===== src/rtl/mono_blit_rop.sv =====
module mono_blit_rop #(
  parameter int W = 16
) (
  input  logic         clk,
  input  logic         rst_n,
  input  logic         reg_we,
  input  logic [2:0]   reg_addr,
  input  logic [W-1:0] reg_wdata,
  output logic [W-1:0] reg_rdata,
  input  logic         src_valid,
  input  logic [W-1:0] src_word,
  input  logic [W-1:0] dst_word,
  output logic         wr_valid,
  output logic [W-1:0] wr_data,
  output logic         disp_en
);
  localparam int SW = $clog2(W);
  localparam logic [7:0]   MODE_RST = 8'hE0;
  localparam logic [7:0]   CFG_RST  = 8'h8B;
  localparam logic [7:0]   SEL_RST  = 8'hC0;
  localparam logic [W-1:0] ROP_RST  = W'(16'h0300);

  logic [7:0]   mode_q, cfg_q, sel_q;
  logic [W-1:0] rop_q, mask_q, prev_q;
  logic         blank_q;

  logic cmd_wr;
  assign cmd_wr = reg_we && reg_addr == 3'd3;

  always_ff @(posedge clk or negedge rst_n) begin
    if (!rst_n) begin
      mode_q <= MODE_RST; cfg_q <= CFG_RST; sel_q <= SEL_RST;
      rop_q <= ROP_RST; mask_q <= '1; blank_q <= 1'b0;
    end else if (cmd_wr && reg_wdata[7:0] == 8'h80) begin
      mode_q <= MODE_RST; cfg_q <= CFG_RST; sel_q <= SEL_RST;
      rop_q <= ROP_RST; mask_q <= '1; blank_q <= 1'b0;
    end else if (cmd_wr && reg_wdata[7:1] == 7'd0) begin
      blank_q <= ~reg_wdata[0];
    end else if (reg_we) begin
      case (reg_addr)
        3'd0: mode_q <= reg_wdata[7:0];
        3'd1: cfg_q  <= reg_wdata[7:0];
        3'd2: sel_q  <= reg_wdata[7:0];
        3'd4: rop_q  <= reg_wdata;
        3'd5: mask_q <= reg_wdata;
        default: ;
      endcase
    end
  end

  always_comb begin
    case (reg_addr)
      3'd0: reg_rdata = W'(mode_q);
      3'd1: reg_rdata = W'(cfg_q);
      3'd2: reg_rdata = W'(sel_q);
      3'd3: reg_rdata = W'(~blank_q);
      3'd4: reg_rdata = rop_q;
      3'd5: reg_rdata = mask_q;
      default: reg_rdata = '0;
    endcase
  end

  assign disp_en = cfg_q[0] & ~blank_q;

  logic           blit;
  logic [SW-1:0]  sh;
  logic [2*W-1:0] joined;
  logic [W-1:0]   aligned, s, d, res;
  logic [3:0]     code;

  assign blit    = mode_q[7:5] == 3'b100;
  assign sh      = blit ? mode_q[SW-1:0] : '0;
  assign joined  = {prev_q, src_word} >> sh;
  assign aligned = joined[W-1:0];
  assign d       = dst_word;
  assign code    = rop_q[11:8];

  always_comb begin
    case (sel_q[7:6])
      2'b00:   s = '1;
      2'b01:   s = {W{aligned[0]}};
      default: s = aligned;
    endcase
  end

  always_comb begin
    case (code)
      4'h0: res = '0;
      4'h1: res = s & d;
      4'h2: res = s & ~d;
      4'h3: res = s;
      4'h4: res = ~s & d;
      4'h5: res = d;
      4'h6: res = s ^ d;
      4'h7: res = s | d;
      4'h8: res = ~(s | d);
      4'h9: res = ~(s ^ d);
      4'hA: res = ~d;
      4'hB: res = s | ~d;
      4'hC: res = ~s;
      4'hD: res = ~s | d;
      4'hE: res = ~(s & d);
      default: res = '1;
    endcase
    if (!cfg_q[4]) res = s;
  end

  always_ff @(posedge clk or negedge rst_n) begin
    if (!rst_n) begin
      prev_q <= '0; wr_valid <= 1'b0; wr_data <= '0;
    end else begin
      wr_valid <= src_valid;
      if (src_valid) begin
        prev_q  <= src_word;
        wr_data <= (res & mask_q) | (d & ~mask_q);
      end
    end
  end
endmodule



===== config.mk =====
export PLATFORM = sky130hd
export DESIGN_NAME = mono_blit_rop
export DESIGN_NICKNAME = d
export VERILOG_FILES = /design/src/rtl/mono_blit_rop.sv
export SDC_FILE = /design/constraint.sdc
export NUM_CORES = 1
export LEC_CHECK = 0
export BUFFER_PORTS_ARGS = -buffer_cell sky130_fd_sc_hd__buf_4
export CAP_MARGIN = 20
export CELL_PAD_IN_SITES_DETAIL_PLACEMENT = 0
export CELL_PAD_IN_SITES_GLOBAL_PLACEMENT = 1
export CORE_ASPECT_RATIO = 1.4
export CORE_UTILIZATION = 46
export DETAILED_ROUTE_END_ITERATION = 8
export PLACE_DENSITY = 0.8
export SETUP_SLACK_MARGIN = 0.05
export SYNTH_ARGS = -nofsm -noshare
export SYNTH_HDL_FRONTEND = slang
export SYNTH_SLANG_ARGS = --single-unit

===== constraint.sdc =====
create_clock -name clk -period 4.1 [get_ports clk]
set_clock_uncertainty 0.05 [all_clocks]
set_input_delay 0.615 -clock clk [delete_from_list [all_inputs] [get_ports clk]]
set_output_delay 0.615 -clock clk [all_outputs]
set_load 0.01 [all_outputs]

## Word level (Yosys, flattened, before mapping)

Cells that the tools add are included.
Widths: inputs -> output; s select.

- Register bits after elaboration: 90
- Input port bits: 55
- Output and inout bits: 34

- Eq/ne operators: 23
- Shifts and indexed selects: 1
- Muxes and demuxes: 27
- Bitwise operators: 20
- Reduce and logical (&&, ||, !) cells: 19

Operators with widths:

| cell | count |
|---|---|
| $pmux 16 s15 | 1 |
| $mux 16 | 9 |
| $mux 8 | 12 |
| $not 16->16 | 6 |
| $pmux 16 s6 | 1 |
| $and 16x16->16 | 5 |
| $or 16x16->16 | 4 |
| $pmux 16 s2 | 1 |
| $shr 32x4->16 | 1 |
| $eq 4x4->1 const B | 7 |
| $eq 4x3->1 const B | 4 |
| $not 1->16 | 1 |
| $xor 16x16->16 | 1 |
| $reduce_and 3->1 | 5 |
| $reduce_bool 2->1 | 7 |
| $eq 3x3->1 const B | 3 |
| $eq 4x2->1 const B | 2 |
| $eq 8x8->1 const B | 1 |
| $logic_not 7->1 | 1 |
| $eq 3x2->1 const B | 2 |
| $eq 4x1->1 const B | 1 |
| $logic_not 4->1 | 1 |
| $mux 4 | 1 |
| $eq 3x1->1 const B | 1 |
| 8 further kinds | 12 |

## Depth between registers and ports, before layout

Gate-level depths: netlist of run 1.

- Depth after elaboration: 10
- Gate-level depth with buffers: 19

## Least setup slack after synthesis of run 1

No wires, ideal clock.

- Path kind: register -> register
- From: register mode_q[7]
- To: register wr_data[5]
- Library setup time: 0.124 ns
- Arrival: 3.440 ns
- Path slack: 0.486 ns
- Stages on the path, launching flop included: 18
- Path through: dfstp_2 buf_2 and4bb_1 buf_6 buf_6 buf_2 mux2i_1 mux2i_1 o211ai_1 o211ai_1 and2_1 ha_1 a221oi_1 a311oi_1 o41ai_1 nand4_1 nor3b_1 nor3_1

- Longest elaborated chain between the ends: 10
- Elaborated cells on any way between the ends: 19
- Classes of those cells: eq/ne: 1; shift: 1; mux: 4; bitwise: 13

RTL lines:

| element | RTL line | source |
|---|---|---|
| from (decl) | 23 | `logic [7:0] mode_q, cfg_q, sel_q;` |
| from (signal assigned) | 41 | `3'd0: mode_q <= reg_wdata[7:0];` |
| $eq 3x3->1 * | 71 | `assign blit = mode_q[7:5] == 3'b100;` |
| $mux 4 * | 72 | `assign sh = blit ? mode_q[SW-1:0] : '0;` |
| $shr 32x4->16 * | 73 | `assign joined = {prev_q, src_word} >> sh;` |
| $pmux 16 s2 * | 79 | `case (sel_q[7:6])` |
| $and 16x16->16 (tied with other cells) | 89, 102 |  |
| $not 16->16 (tied with other cells) | 102 | `4'hE: res = ~(s & d);` |
| $pmux 16 s15 | 87 | `case (code)` |
| $mux 16 * | 105 | `if (!cfg_q[4]) res = s;` |
| $and 16x16->16 * | 115 | `wr_data <= (res & mask_q) \| (d & ~mask_q);` |
| $or 16x16->16 * | 115 |  |
| to (signal assigned) | 115 |  |
| to (decl) | 14 | `output logic [W-1:0] wr_data,` |

Every way passes the cells marked *; elsewhere a longest branch is shown, timed or not.
A chain may end at the register's enable or synchronous reset.

## Final worst setup path of run 1

- From: register mode_q[7]
- To: register wr_data[4]

The elaborated chain is that of the path after synthesis.

==> results of run 1 <==
[power groups by stage]
| stage | logic, mW | clock network [mW] | registers [mW] |
|---|---|---|---|
| after floorplan | 1.47 | 0 | 1.25 |
| after global placement | 2.19 | 0 | 1.39 |
| after detailed placement | 2.20 | 0 | 1.39 |
| after CTS | 2.21 | 0.908 | 1.37 |
| after global routing | 2.49 | 0.945 | 1.40 |
| final | 2.30 | 0.898 | 1.38 |
[registers in the layout, summed over array words and instances (netlist names)]
name and count:
cfg_q 8, blank_q 1, mask_q 16, wr_valid 1
sel_q 8, wr_data 16, mode_q 8, prev_q 15
rop_q 16
[critical path, cell delays in order (launching register included)]
cell	delay, ns
sky130_fd_sc_hd__dfstp_2	0.60
sky130_fd_sc_hd__buf_4	0.14
sky130_fd_sc_hd__nand4bb_4	0.18
sky130_fd_sc_hd__buf_4	0.21
sky130_fd_sc_hd__a211oi_2	0.23
sky130_fd_sc_hd__a31oi_2	0.09
sky130_fd_sc_hd__buf_4	0.16
sky130_fd_sc_hd__mux2i_2	0.27
sky130_fd_sc_hd__o21ai_1	0.19
sky130_fd_sc_hd__and2_1	0.23
sky130_fd_sc_hd__ha_1	0.29
sky130_fd_sc_hd__nor2b_1	0.13
sky130_fd_sc_hd__o21ai_0	0.15
sky130_fd_sc_hd__o311ai_0	0.16
sky130_fd_sc_hd__a32oi_1	0.23
sky130_fd_sc_hd__o211ai_1	0.14
sky130_fd_sc_hd__a211oi_1	0.24
sky130_fd_sc_hd__a211oi_1	0.08
[path summary, 6_finish.rpt]
kind                                          end  slack [ns]                   from
max in group asynchronous   mode_q[6]$_DFFE_PN1P_        2.72                  rst_n
max                        wr_data[4]$_DFFE_PN0P_        0.21  mode_q[7]$_DFFE_PN1P_
max reg2reg                wr_data[4]$_DFFE_PN0P_        0.21  mode_q[7]$_DFFE_PN1P_
min in group clk            rop_q[15]$_DFFE_PN0P_        0.42  rop_q[15]$_DFFE_PN0P_
min                            wr_valid$_DFF_PN0_        0.33                  rst_n
min reg2reg                 rop_q[15]$_DFFE_PN0P_        0.42  rop_q[15]$_DFFE_PN0P_
[cells in the mapped netlist, drive strengths merged, types with 9 or more instances]
| library cell | number | share of area, % |
|---|---|---|
| nand2 | 147 | 6.1 |
| mux2i | 75 | 8.3 |
| a21oi | 73 | 4.3 |
| nor2 | 70 | 2.9 |
| ha | 64 | 8.9 |
| o21ai | 64 | 3.6 |
| dfrtp | 62 | 17 |
| buf | 55 | 3.3 |
| inv | 47 | 2.0 |
| clkbuf | 39 | 1.6 |
| nand3 | 38 | 2.1 |
| mux2 | 33 | 4.1 |
| dfstp | 27 | 7.9 |
| a211oi | 24 | 2.0 |
| nor2b | 23 | 1.6 |
| o22ai | 23 | 1.6 |
| a22oi | 19 | 1.6 |
| or3 | 19 | 1.3 |
| a31oi | 16 | 1.1 |
| and2 | 16 | 1.1 |
| nor3 | 16 | 0.89 |
| nand2b | 15 | 1.0 |
| nand4 | 13 | 0.90 |
| nor3b | 11 | 0.97 |
| o211ai | 11 | 0.91 |
| a2bb2oi | 10 | 0.97 |
| o21a | 10 | 0.83 |
| a32oi | 9 | 0.87 |
[logic make-up after synthesis]
group,after synthesis
flops,89
simple gates,402
compound gates,320
mux,111
buf+inv,142
fa+ha+maj,64
[timing repair]
item | in CTS | in global routing
hold buffers | 0 | 0
buffers inserted | 0 | 5
resized for setup | 1 | 24
gates cloned | 0 | 1
setup endpoints to repair | 1 | 12
pin swaps | 0 | 4
[layer usage]
metal  global-route usage, %  vias up  part of all wire, %
li1                        -     4266                    -
met1                    39.3     4531                   40
met2                    55.9      354                   50
met3                    3.42      103                  5.2
met4                    18.2        0                  5.6
met5                       0        -                    0
[cell type report]
type	count	area, um2	area share (%)
sequential	89	2260	21.4
clock inverter	6	73.8	0.697
clock buffer	10	229	2.16
timing repair buffer	150	1240	11.7
multi-input combinational	897	6290	59.4
tap	248	310	2.93
inverter	48	180	1.70
==> run summary, run 1 <==
The clock power share is 19.6%, and the power after layout is 4.58 mW. In the final routed layout, each cell accounts on average for 22.6 um. The die covers 20,200 um2. The floorplan die height came out at 168 um. In the final timing run, aggregate negative setup slack is 0 ns. The worst setup path is captured at a flip-flop. Net switching is 43.5% of the power. Using the TritonRoute via totals, the vias-per-cell ratio works out to 6.39.

At the end of routability-driven placement, the weighted congestion stood at 0.926. In the final design database the tool counted 1,314 nets. The xor-xnor portion of the synthesized cell area came out at 0%. The run gives 0 as the final count of pins violating max slew.

The worst slack on hold paths came out at 0.331 ns. In this run the power spent charging and discharging nets is 1.99 mW. The combinational share of power was 50.2%.

The detail route stage leaves a number of antenna-violating nets equal to 0. Once the floorplan was initialized, standard cells occupied 47.0% of the core. The achievable frequency was 0.257 GHz; the simple-gate share of the synthesized area was 22.2%. In this run the static leakage power is 4.63 nW. No sink is reached through more buffers than the 2 on the longest clock path. Most used flip-flop cell after synthesis: sky130_fd_sc_hd__dfrtp_1. After synthesis, the share of flip-flops with an asynchronous set or reset is 100%. The run finished with clean final reports. For this run, design rule violations remaining after detail routing come to 0. The top cell types in the final layout, fill and taps aside, are sky130_fd_sc_hd__nand2_1, sky130_fd_sc_hd__buf_4, sky130_fd_sc_hd__mux2i_1. At the placement stage, the worst setup path has a slack of -0.0290 ns. Type of the most critical hold path: input port to async pin. The deepest level of the CTS H-tree is 3, and the clock latency of the later-clocked register in the worst-skew pair is 0.36 ns.

The initial antenna violation count was 0; the peak fanout along the critical path was 8. The count of inserted antenna diode cells was 0; the post-synthesis sequential element count was 89. Sequential cells account for 30.2% of the total power. The required arrival time at the worst endpoint is 4.29 ns. The Yosys step of the flow raised 0 warnings. The number of search-and-repair iterations in the first detailed-routing pass was 5. The cell-internal power is 2.58 mW, and the maximum ir drop on the vdd rail is 0.254 mV. Once placement finished, the instance area stood at 10,100 um2.

After the flow finishes, the layout carries non-filler instances totaling 1,448. Global routing consumed, over all layers together, 32.5% of the routing resources. The number of buffers added on ports was 88; the number of flops mapped to enable cells by yosys was 0. For the instance count of the mapped netlist, the log shows 1,128. Setup repair after global routing could not meet its margin everywhere. The number of clock buffers added by TritonCTS is 9. In this run the horizontal extent of the chip is 120 um. The routed layout has 9,254 vias. Global routing finished with a remaining overflow of 0. Type of element launching the critical path: a flip-flop. The final layout contains routed wiring with a total length of 32,800 um. The run gives 0.209 ns as the least setup slack across all paths after layout. The core footprint was 19,200 um2. The share of final-layout standard cells stronger than drive strength 1 is 22.2%. The post-layout instance area was 10,600 um2; the largest net degree at the start of global routing was 68. The kind of critical path was flip-flop to flip-flop. The register clock-pin slew on the reported worst setup and hold paths works out to 0.08 ns. The library cell used most frequently in the layout, excluding fill and tap cells, is sky130_fd_sc_hd__nand2_1. The netlist uses 75 different library cells. The number of max-cap violations is 0, and the total power divided by cell area is 432 nW/um2. The post-synthesis to final-layout area growth is 17.2%, and the clock sink count is 89. The number of hold violations in the final report is 0.

After the first detailed-routing iteration, the DRC count stood at 637. For the worst setup path, the data arrival time is 4.08 ns. The synthesized netlist occupies a cell area of 9030 um2.

The run gives 60 as the cell row count. In this run the tightest slew margin relative to its limit is 27.4%. The tools report the fill cell instance count of the final layout as 1,911. The fraction of the cycle the final worst path needs was 94.9%; the placed wire-length estimate was 24,000 um. In this run the count of I/O pins placed on the die edge is 89. The depth of the most critical reg-to-reg path came out at 17. After synthesis, flip-flops and latches occupy 25.0% of the total area.

The number of global-route vias before repair is 8,869, and the actual slew at the worst max-slew pin is 1.09 ns. TritonCTS built the clock tree. Summing the areas of all compound-gate instances in the mapped netlist gives 23.8% of the synthesized area. The first-pass GRT wire length was 50,400 um.

The final critical-path required period is 3.89 ns, and the number of setup violations in the final report is 0. The total nets after synthesis is 1,247. The tree is rooted in a sky130_fd_sc_hd__clkbuf_16. The area share of fa/ha/maj cells after synthesis works out to 8.86%. The main combinational cell family by area after synthesis was compound AO/OA/AOI/OAI gates. The run gives 1,425 as the number of placed cells counting well taps. The proportion of synthesized area in mux cells was 13.2%. The final cell utilization of the core is 55.1%, and the mean cell area of the mapped netlist is 8.01 um2.
Power figures use the tool's default switching activity.
==> inputs of run 2 (changes only) <==
--- a/config.mk
+++ b/config.mk
@@ -10,9 +10,9 @@
 export CELL_PAD_IN_SITES_DETAIL_PLACEMENT = 0
 export CELL_PAD_IN_SITES_GLOBAL_PLACEMENT = 1
 export CORE_ASPECT_RATIO = 1.4
-export CORE_UTILIZATION = 46
+export CORE_UTILIZATION = 45
 export DETAILED_ROUTE_END_ITERATION = 8
-export PLACE_DENSITY = 0.8
+export PLACE_DENSITY = 0.79
 export SETUP_SLACK_MARGIN = 0.05
 export SYNTH_ARGS = -nofsm -noshare
 export SYNTH_HDL_FRONTEND = slang
==> run 2 against run 1 <==
- worst setup slack lost 0.032 ns
- die area grew 2.2%
- sequential power is essentially flat
- global-route usage shrank 0.42 points
- maximum frequency shrank 0.82%
- flip-flop and latch count is the same
- first-iteration DRC count grew 20%
- non-clock buffer count grew 4
- clock-buffer cell count is the same
==> run summary, run 2 (synthesis results as in run 1) <==
The run finished with clean final reports. The worst setup path is launched from a flip-flop. Fill cell instance count of the final layout: 1,900. For this run, the post-layout net count is 1,318. Dividing the final minimum period by the clock period gives 95.7%.

The floorplan step defined a die boundary enclosing 20,700 um2. The detail route stage leaves a number of antenna-violating nets equal to 0. For this block, the routed nets add up to 33,300 um of wire.

The run gives 0 as the number of hold violations in the final report. The total power divided by cell area is 432 nW/um2. After layout, the design draws a total of 4.64 mW.

The initial antenna violation count was 0; the data arrival time at the worst-slack endpoint was 4.10 ns. The total track usage was 32.1%. For the final cell utilization of the core, the log shows 54.3%. CTS placed an instance of sky130_fd_sc_hd__clkbuf_16 at the clock tree root. For this run, the slowest stage of the critical path takes 0.55 ns. Based on the critical path, the design can be clocked at up to 0.255 GHz.

The largest registers in the layout are mask_q x16, rop_q x16, wr_data x16. The routability congestion estimate from global placement is 0.941, and the peak fanout along the critical path is 26. The number of antenna diodes in the final layout is 0.

The worst pin sits at a relative slew slack of 25.8%. Leaving out fill and tap cells, the most frequent cell in the layout is sky130_fd_sc_hd__nand2_1. TritonCTS created 9 clock buffers.

Clock-pin slew was measured on the worst setup and hold paths at 0.07 ns. Entering global routing, the biggest net connects 65 pins. After routing the design area is 10,700 um2. The tools report the number of placed cells counting well taps as 1,429.

At the later pin of the worst-skew pair, clock insertion delay measures 0.35 ns. Relative to the synthesized area, the layout overhead comes to 18.8%. For this design, the slowest cell found on the critical path is sky130_fd_sc_hd__dfstp_2. The tools report the source of the worst register-to-register timing path as mode_q[6]$_DFFE_PN1P_. CTS built an H-tree with a depth of 3. The floorplan die width was 122 um. The post-route netlist has 24.0% of its cells at a drive strength greater than 1.

TritonCTS built the clock tree. Across all register-to-register paths, the minimum setup slack is 0.18 ns. The first detailed-routing pass took 5 iterations. In this run the vertical extent of the chip is 170 um. The detailed router finished its first iteration with 764 violations.

The logs give 0 for the final count of pins violating max slew and 2 for the maximum clock insertion buffer count. Actual slew at the worst max-slew pin: 1.11 ns. In the routed layout, each cell is associated on average with a via count of 6.49. The first global-routing pass estimated 50,600 um of wire. Total I/O pin count: 89. The logs give 19,800 um2 for the core footprint and 10,100 um2 for the standard cell area after detailed placement.

Measured in cells, the most critical reg-to-reg path has a length of 19. The final critical-path required period is 3.92 ns. The tools report the starting density of the core as 45.7%. The path class of the tightest hold or removal check is input port to async pin. The cell row count was 61. STA classifies the critical path endpoint as a flip-flop.

The critical register-to-register path endpoint was wr_data[1]$_DFFE_PN0P_. In this run, post-CTS hold repair placed 0 buffers. Number of max-cap violations: 0.

Setup repair after global routing could not meet its margin everywhere. The leakage power summed over all cells was 4.70 nW. In the layout the commonest cells are sky130_fd_sc_hd__nand2_1, sky130_fd_sc_hd__buf_4, sky130_fd_sc_hd__mux2i_1. The run gives 1,456 as the final non-filler cell total. The number of buffers added on ports works out to 88. The worst setup path is of the flip-flop to flip-flop kind. After legalization and detailed placement, the total HPWL measured 24,000 um.

Final hold analysis gives a worst-case slack of 0.324 ns. The critical path goes through and4bb_1, buf_12, mux2i_1, buf_4, a221oi_4, a21oi_2, o21ai_4, buf_12, buf_4, nand2b_4, inv_2, ha_1, nor2b_1, o22ai_1, a32o_2, a2111oi_4, o21ai_2, nor4_1, a211oi_1. Setup violations remaining at the end of the flow were counted as 0.

In the routed design, unresolved DRC markers number 0. Required arrival time at the worst endpoint: 4.28 ns. The tools report the clock sink count as 89.

The total congestion overflow after global routing came out at 0. Across the VDD grid, the largest voltage drop is 0.216 mV. The wire length per cell after detailed routing is 22.9 um, and the number of global-route vias before repair is 8,800. Vias after detailed routing: 9,448.
==> run 2: layer usage <==
| metal | wire length (um) | global-route usage [%] |
|---|---|---|
| met2 | 16000 | 52.2 |
| met1 | 13200 | 40.7 |
| met5 | 0 | 0 |
| met3 | 2010 | 3.02 |
| met4 | 2150 | 19.4 |
==> run 2: how the worst max path moves through the flow <==
stage / from / end / cells past startpoint
floorplan: mode_q[7]$_DFFE_PN1P_ / wr_data[5]$_DFFE_PN0P_ / 17
global placement: mode_q[7]$_DFFE_PN1P_ / wr_data[2]$_DFFE_PN0P_ / 17
detailed placement: mode_q[7]$_DFFE_PN1P_ / wr_data[2]$_DFFE_PN0P_ / 17
CTS: mode_q[6]$_DFFE_PN1P_ / wr_data[1]$_DFFE_PN0P_ / 19
global route: mode_q[6]$_DFFE_PN1P_ / wr_data[1]$_DFFE_PN0P_ / 19
finish: mode_q[6]$_DFFE_PN1P_ / wr_data[1]$_DFFE_PN0P_ / 19
==> run 2: what timing repair did <==
| action | 4_1_cts | 5_1_grt |
|---|---|---|
| resized for setup | 1 | 49 |
| buffers inserted | 0 | 8 |
| cloned | 0 | 3 |
| pin swaps | 0 | 11 |
| hold endpoints to repair | 0 | 0 |
| endpoints found under the setup margin | 1 | 12 |
==> run 2: final cells by class <==
| type | instances | area (um2) | area share, % |
|---|---|---|---|
| Clock buffer | 10 | 229 | 2.13 |
| Multi-Input combinational cell | 897 | 6390 | 59.6 |
| Timing Repair Buffer | 154 | 1280 | 12.0 |
| Sequential cell | 89 | 2260 | 21.1 |
| Clock inverter | 6 | 72.6 | 0.676 |
| Tap cell | 252 | 315 | 2.94 |
| Inverter | 48 | 180 | 1.68 |
==> run 2: power by group <==
group          internal, mW  leakage (nW)  switching (mW)
logic                  1.03          3.54            1.37
registers              1.11          1.02           0.256
clock network         0.482         0.144           0.397
total                  2.62          4.70            2.02
==> run 2: worst max-delay path, delay by kind of cell, from the launching register on <==
kind | cells | cell delay, ns
compound gates | 8 | 1.45
simple gates | 4 | 0.77
buf+inv | 5 | 0.70
flops | 1 | 0.55
fa+ha+maj | 1 | 0.15
mux | 1 | 0.12
==> run 2: through the flow <==
stage | setup TNS [ns] | worst slack (ns)
global route | -0.00265 | -0.00265
detailed placement | 0 | 0.0364
global placement | 0 | 0.125
finish | 0 | 0.177
CTS | 0 | 0.103
floorplan | 0 | 0.486
